$ cat src/rtl/bus_sleep_pkg.sv
package bus_sleep_pkg;

    typedef enum logic [1:0] {
        ST_INIT   = 2'd0,
        ST_NORMAL = 2'd1,
        ST_LISTEN = 2'd2,
        ST_SLEEP  = 2'd3
    } sleep_state_e;

    typedef struct packed {
        logic ext;
        logic gpio;
        logic bus;
    } wake_src_t;

    localparam int NUM_GATES    = 5;
    localparam int GATE_ADC     = 0;
    localparam int GATE_AUTOCNV = 1;
    localparam int GATE_AUTOMSG = 2;
    localparam int GATE_PWM     = 3;
    localparam int GATE_CLKOUT  = 4;

    function automatic logic any_wake(input wake_src_t s);
        return s.ext | s.gpio | s.bus;
    endfunction

endpackage

$ cat src/rtl/bus_sleep_idle_count.sv
module bus_sleep_idle_count #(
    parameter int IDLE_BITS = 1408
) (
    input  logic clk,
    input  logic rst,
    input  logic run,
    input  logic tick,
    input  logic act,
    output logic limit_hit
);
    localparam int CW = $clog2(IDLE_BITS + 1);
    localparam logic [CW-1:0] LIMIT = CW'(IDLE_BITS);

    logic [CW-1:0] cnt_q;
    logic [CW-1:0] cnt_d;

    always_comb begin
        cnt_d = cnt_q;
        if (!run || act) begin
            cnt_d = '0;
        end else if (tick && cnt_q != LIMIT) begin
            cnt_d = cnt_q + 1'b1;
        end
    end

    always_ff @(posedge clk) begin
        if (rst) begin
            cnt_q <= '0;
        end else begin
            cnt_q <= cnt_d;
        end
    end

    assign limit_hit = run && !act && (cnt_d == LIMIT);

endmodule

$ cat src/rtl/bus_sleep_wake_merge.sv
module bus_sleep_wake_merge
    import bus_sleep_pkg::*;
#(
    parameter int N_GPIO = 8
) (
    input  logic              ext_req,
    input  logic              bus_act,
    input  logic [N_GPIO-1:0] chg,
    input  logic [N_GPIO-1:0] ie,
    output wake_src_t         src
);
    logic [N_GPIO-1:0] pin_wake;

    for (genvar g = 0; g < N_GPIO; g++) begin : g_pin
        assign pin_wake[g] = chg[g] & ie[g];
    end

    always_comb begin
        src.ext  = ext_req;
        src.gpio = |pin_wake;
        src.bus  = bus_act;
    end

endmodule

$ cat src/rtl/bus_sleep_fsm.sv
module bus_sleep_fsm
    import bus_sleep_pkg::*;
(
    input  logic         clk,
    input  logic         rst,
    input  logic         sleep_en,
    input  logic         pu_sleep_en,
    input  logic         tick,
    input  logic         bus_act,
    input  logic         idle_done,
    input  wake_src_t    src,
    input  logic         msg_valid,
    input  logic         frame_end,
    output sleep_state_e state,
    output logic         wake_pulse,
    output logic         ack_sup
);
    sleep_state_e st_q, st_d;
    logic armed_q, armed_d;
    logic pu_slept_q, pu_slept_d;
    logic ack_q, ack_d;
    logic wake_q, wake_d;
    logic waking;

    assign waking = (st_q == ST_SLEEP) && any_wake(src);

    always_comb begin
        st_d       = st_q;
        armed_d    = armed_q;
        pu_slept_d = pu_slept_q;
        case (st_q)
            ST_INIT: begin
                st_d    = pu_sleep_en ? ST_LISTEN : ST_NORMAL;
                armed_d = pu_sleep_en;
            end
            ST_NORMAL: begin
                if (sleep_en && idle_done) begin
                    st_d = ST_SLEEP;
                end
            end
            ST_LISTEN: begin
                if (msg_valid && !ack_q) begin
                    st_d       = ST_NORMAL;
                    armed_d    = 1'b0;
                    pu_slept_d = 1'b0;
                end else if (armed_q && bus_act) begin
                    armed_d = 1'b0;
                end else if (armed_q && tick) begin
                    st_d       = ST_SLEEP;
                    armed_d    = 1'b0;
                    pu_slept_d = 1'b1;
                end
            end
            default: begin
                if (waking) begin
                    st_d = pu_slept_q ? ST_LISTEN : ST_NORMAL;
                end
            end
        endcase
    end

    always_comb begin
        wake_d = waking;
        ack_d  = ack_q;
        if (waking && src.bus) begin
            ack_d = 1'b1;
        end else if (frame_end) begin
            ack_d = 1'b0;
        end
    end

    always_ff @(posedge clk) begin
        if (rst) begin
            st_q       <= ST_INIT;
            armed_q    <= 1'b0;
            pu_slept_q <= 1'b0;
            ack_q      <= 1'b0;
            wake_q     <= 1'b0;
        end else begin
            st_q       <= st_d;
            armed_q    <= armed_d;
            pu_slept_q <= pu_slept_d;
            ack_q      <= ack_d;
            wake_q     <= wake_d;
        end
    end

    assign state      = st_q;
    assign wake_pulse = wake_q;
    assign ack_sup    = ack_q;

endmodule

$ cat src/rtl/bus_sleep_ctrl.sv
module bus_sleep_ctrl
    import bus_sleep_pkg::*;
#(
    parameter int IDLE_BITS = 1408,
    parameter int N_GPIO    = 8
) (
    input  logic                 clk,
    input  logic                 rst,
    input  logic                 sleep_en_i,
    input  logic                 pu_sleep_en_i,
    input  logic                 bit_tick_i,
    input  logic                 bus_act_i,
    input  logic                 ext_wake_i,
    input  logic [N_GPIO-1:0]    gpio_chg_i,
    input  logic [N_GPIO-1:0]    gpio_ie_i,
    input  logic                 msg_valid_i,
    input  logic                 frame_end_i,
    output logic                 sleep_o,
    output logic                 listen_o,
    output logic [NUM_GATES-1:0] periph_en_o,
    output logic                 io_hold_o,
    output logic                 wake_o,
    output logic                 ack_sup_o
);
    sleep_state_e state;
    wake_src_t    src;
    logic         idle_done;
    logic         asleep;

    bus_sleep_idle_count #(.IDLE_BITS(IDLE_BITS)) u_idle (
        .clk       (clk),
        .rst       (rst),
        .run       (state == ST_NORMAL),
        .tick      (bit_tick_i),
        .act       (bus_act_i),
        .limit_hit (idle_done)
    );

    bus_sleep_wake_merge #(.N_GPIO(N_GPIO)) u_wake (
        .ext_req (ext_wake_i),
        .bus_act (bus_act_i),
        .chg     (gpio_chg_i),
        .ie      (gpio_ie_i),
        .src     (src)
    );

    bus_sleep_fsm u_fsm (
        .clk         (clk),
        .rst         (rst),
        .sleep_en    (sleep_en_i),
        .pu_sleep_en (pu_sleep_en_i),
        .tick        (bit_tick_i),
        .bus_act     (bus_act_i),
        .idle_done   (idle_done),
        .src         (src),
        .msg_valid   (msg_valid_i),
        .frame_end   (frame_end_i),
        .state       (state),
        .wake_pulse  (wake_o),
        .ack_sup     (ack_sup_o)
    );

    assign asleep    = (state == ST_SLEEP);
    assign sleep_o   = asleep;
    assign io_hold_o = asleep;
    assign listen_o  = (state == ST_LISTEN);

    for (genvar p = 0; p < NUM_GATES; p++) begin : g_gate
        assign periph_en_o[p] = !asleep;
    end

endmodule

$ cat config.mk
export PLATFORM = sky130hd
export DESIGN_NAME = bus_sleep_ctrl
export DESIGN_NICKNAME = d
export VERILOG_FILES = /design/src/rtl/bus_sleep_pkg.sv /design/src/rtl/bus_sleep_idle_count.sv /design/src/rtl/bus_sleep_wake_merge.sv /design/src/rtl/bus_sleep_fsm.sv /design/src/rtl/bus_sleep_ctrl.sv
export SDC_FILE = /design/constraint.sdc
export NUM_CORES = 1
export LEC_CHECK = 0
export ABC_AREA = 1
export BUFFER_PORTS_ARGS = -buffer_cell sky130_fd_sc_hd__buf_2
export CORE_ASPECT_RATIO = 1.25
export CORE_UTILIZATION = 47
export CTS_CLUSTER_DIAMETER = 200
export CTS_CLUSTER_SIZE = 20
export DETAILED_ROUTE_END_ITERATION = 12
export PLACE_DENSITY = 0.82
export SETUP_SLACK_MARGIN = 0.5
export SLEW_MARGIN = 5
export SYNTH_ARGS = -nofsm -noshare
export SYNTH_HDL_FRONTEND = slang
export SYNTH_HIERARCHICAL = 1
export SYNTH_SLANG_ARGS = --single-unit
$ cat constraint.sdc
create_clock -name clk -period 1.9 [get_ports clk]
set_clock_uncertainty 0.1 [all_clocks]
set_input_delay 0.38 -clock clk [delete_from_list [all_inputs] [get_ports clk]]
set_output_delay 0.38 -clock clk [all_outputs]
set_load 0.1 [all_outputs]
==> key figures <==
Pwr
  – Worst vdd ir: 0.000670 V
  – Comb power frac: 68.2%
  – NetSw: 0.949 mW
  – Clk pwr share: 10.2%
  – Int Pwr: 0.998 mW
  – Net Sw Frac: 48.7%
  – PwrDens: 930 nW/um^2
  – Register share of total power: 21.6%
  – Lkg Pwr: 0.955 nW

Setup path
  – WP data arrival: 2.08 ns
  – Max FO, Critical Path: 5
  – Crit Path Class: reg2reg
  – CP endpoint kind: register
  – Flop2flop setup slack: -0.09 ns
  – Reg-to-reg critical path startpoint: u_fsm/state[0]
  – Nature of the critical path startpoint: register
  – FF-to-FF path depth: 16
  – Req. time, crit path: 1.99 ns
  – Reg-to-Reg End: u_fsm/state[0]

Final layout
  – Layout Nets: 293
  – # diodes: 0
  – P&R area growth vs syn: 64.1%
  – Filler cells: 150
  – Fin cells: 293
  – Fraction of layout cells with a size suffix above 1: 50.8%
  – Final Cell Area: 2090 sq um

Outcome
  – Failing checks: setup timing
  – Status: finished with violations

Detailed routing
  – Drt first pass iters: 4
  – Total wire length: 4.31 mm
  – Vias/cell: 5.28
  – Wire per inst: 14.7 um
  – DR vias: 1,548
  – Post-route antenna net violation count: 0
  – Residual DRC count: 0
  – Initial DRC Count: 62

STA
  – Final Max Slew Viols: 0
  – Tmin final: 1.99 ns
  – Max Clk Rate: 503 MHz
  – Worst Max-Slew Pin Slew: 0.321 ns
  – Worst hold slack: 0.328 ns
  – RSZ-0062 raised after global routing: yes
  – Fin. Hold Viols: 0
  – Final setup margin: -0.0894 ns
  – Fin crit share: 105%
  – Slew margin rel.: 78.4%
  – # setup viols final: 2

Place
  – Placed Cells: 277
  – PortBufs: 34
  – Post-DP Area: 1580 sq um
  – Gp weighted congestion: 0.898
  – Hpwl dp: 2.43 mm
  – Setup slack after placement: -0.0937 ns

Global routing
  – First-pass GRT wire length: 6.20 mm
  – Vias in the first global route: 1,456
  – Antenna violations before repair: 0
  – Total GRT Usage: 27.6%
  – Largest net degree at the start of global routing: 17
  – Total congestion overflow: 0

Logic synthesis
  – Ys async rst share: 0%
  – Syn nets: 234
  – #FFs+latches synth: 17
  – Average size of a mapped cell: 6.31 sq um
  – Post-synth EDFFs: 0
  – Post-Syn Area: 1270 sq um
  – Ys Warns: 6
  – Post-synth top flop: dfxtp_1
  – Post-Synthesis Cells: 202
  – Netlist cell types: 27
  – Sequential fraction of the synthesis area: 26.7%

Clocking
  – H-tree depth: 1
  – Root buf cell: clkbuf_4
  – CTS Hold Buffers Added: 0
  – CTS tree: yes
  – CTS Buf Count: 3
  – CTS Buffer Depth: 2
  – Clock slew at reported path FFs: 0.10 ns
  – Clock network latency to the later pin of the worst-skew pair: 0.29 ns
  – # clock sinks: 17

Floorplanning
  – Initial Utilization: 51.0%
  – Die Y: 60.2 um
  – Die W: 48.6 um
  – Core ar.: 2500 sq um
  – Core Rows: 20
  – Number of top-level pins: 35
  – Die area: 2930 sq um

Job
  – Max Cap Viol: 0

Worst hold path
  – WHS Endpoint: u_fsm/armed_q
  – HP Start: pu_sleep_en_i
  – Worst hold stages: 3
  – HP Class: in2reg
[kinds of logic after synthesis]
family / Yosys count / share of synthesized area, %
buf+inv: 39 / 13.5
fa+ha+maj: 7 / 6.87
simple gates: 121 / 44.4
compound gates: 18 / 8.54
flops: 17 / 26.7
[placed cells by master (no fill, tap or decap), drive strengths merged]
cell | Yosys | final
nor2 | 39 | 39
clkbuf | 1 | 4
nand2 | 56 | 56
a21oi | 6 | 6
a21boi | 1 | 1
o22ai | 1 | 1
o21ai | 6 | 6
dfxtp | 17 | 17
o21bai | 1 | 1
ha | 7 | 7
nand3 | 21 | 21
buf | 7 | 62
clkinvlp | 0 | 2
o211ai | 1 | 1
nand4 | 2 | 2
inv | 31 | 29
a2bb2oi | 1 | 1
a21o | 1 | 1
nor3 | 3 | 3
[metal layers]
| metal | global-route usage, % | vias up | share of wire, % |
|---|---|---|---|
| li1 | - | 744 | - |
| met1 | 27.3 | 712 | 34 |
| met2 | 56.1 | 76 | 57 |
| met3 | 4.58 | 16 | 6.1 |
| met4 | 13.4 | 0 | 2.7 |
| met5 | 0 | - | 0 |
[Yosys cell counts, types with 3 or more instances]
library cell,n,area [sq um]
inv_1,29,109
nand3_1,17,85.1
o21ai_0,5,25.0
ha_1,7,87.6
dfxtp_1,17,340
nor3_1,3,15.0
nand3_2,3,30.0
nor2_2,3,18.8
nand2_2,4,25.0
buf_4,7,52.6
a21oi_1,5,25.0
nor2_1,33,124
nand2_1,52,195
[worst max path at each step]
stage / from / end / slack (ns) / cells after the start
2_1_floorplan: u_fsm/state[0] / sleep_o / 0.02 / 3
4_1_cts: u_idle/cnt_q[0] / u_fsm/state[0] / 0.02 / 16
6_report: u_fsm/state[0] / u_fsm/state[0] / -0.09 / 16
5_1_grt: u_idle/cnt_q[0] / u_fsm/state[0] / -0.20 / 15
3_5_place_dp: u_idle/cnt_q[0] / u_fsm/state[1] / -0.09 / 14
3_3_place_gp: bit_tick_i / u_fsm/state[0] / -0.05 / 14
[timing repair]
item,4_1_cts,5_1_grt
endpoints found under the setup margin,17,21
resized for setup,72,33
pin swaps,24,19
setup buffers,8,4
[state kept, by name, summed over array words and instances, names as in the netlist]
| signal | flops |
|---|---|
| u_fsm/armed_q | 1 |
| u_fsm/state | 2 |
| u_fsm/ack_sup | 1 |
| u_fsm/wake_pulse | 1 |
| u_idle/cnt_q | 11 |
| u_fsm/pu_slept_q | 1 |
[critical path: stages, from the launching register on]
cell and delay, ns:
dfxtp_4 0.37, inv_2 0.05, nor2_4 0.12, inv_2 0.06, nor2_4 0.15, buf_6 0.17
nand2_4 0.06, nor2_4 0.13, nor2_4 0.05, nand4_1 0.13, nor2_2 0.05, a21oi_2 0.15
inv_1 0.06, nand3_2 0.07, nand2_1 0.06, nand2_1 0.08, nor2_2 0.03
[cell type report]
| type | count | area, sq um | share of cell area (%) |
|---|---|---|---|
| Multi-Input combinational cell | 146 | 993 | 47.5 |
| Timing Repair Buffer | 62 | 544 | 26.0 |
| Sequential cell | 17 | 358 | 17.1 |
| Inverter | 31 | 129 | 6.16 |
| Tap cell | 33 | 41.3 | 1.97 |
| Clock buffer | 4 | 26.3 | 1.26 |
[power by group through the flow]
stage	clock [mW]	sequential, mW	combinational, mW
finish	0.199	0.420	1.33
global route	0.220	0.422	1.39
CTS	0.207	0.414	1.07
detailed placement	0	0.416	0.870
global placement	0	0.415	0.862
floorplan	0	0.478	0.668
[stage by stage]
| step | power [mW] | TNS, ns | utilization [%] |
|---|---|---|---|
| after floorplan | 1.15 | 0 | - |
| after global placement | 1.28 | -0.0931 | 63.3 |
| after detailed placement | 1.29 | -0.184 | 63.3 |
| after CTS | 1.69 | 0 | 77.0 |
| after global routing | 2.03 | -0.382 | 83.6 |
| final | 1.95 | -0.151 | 83.6 |
No activity file was read; power rests on OpenSTA's default activity.
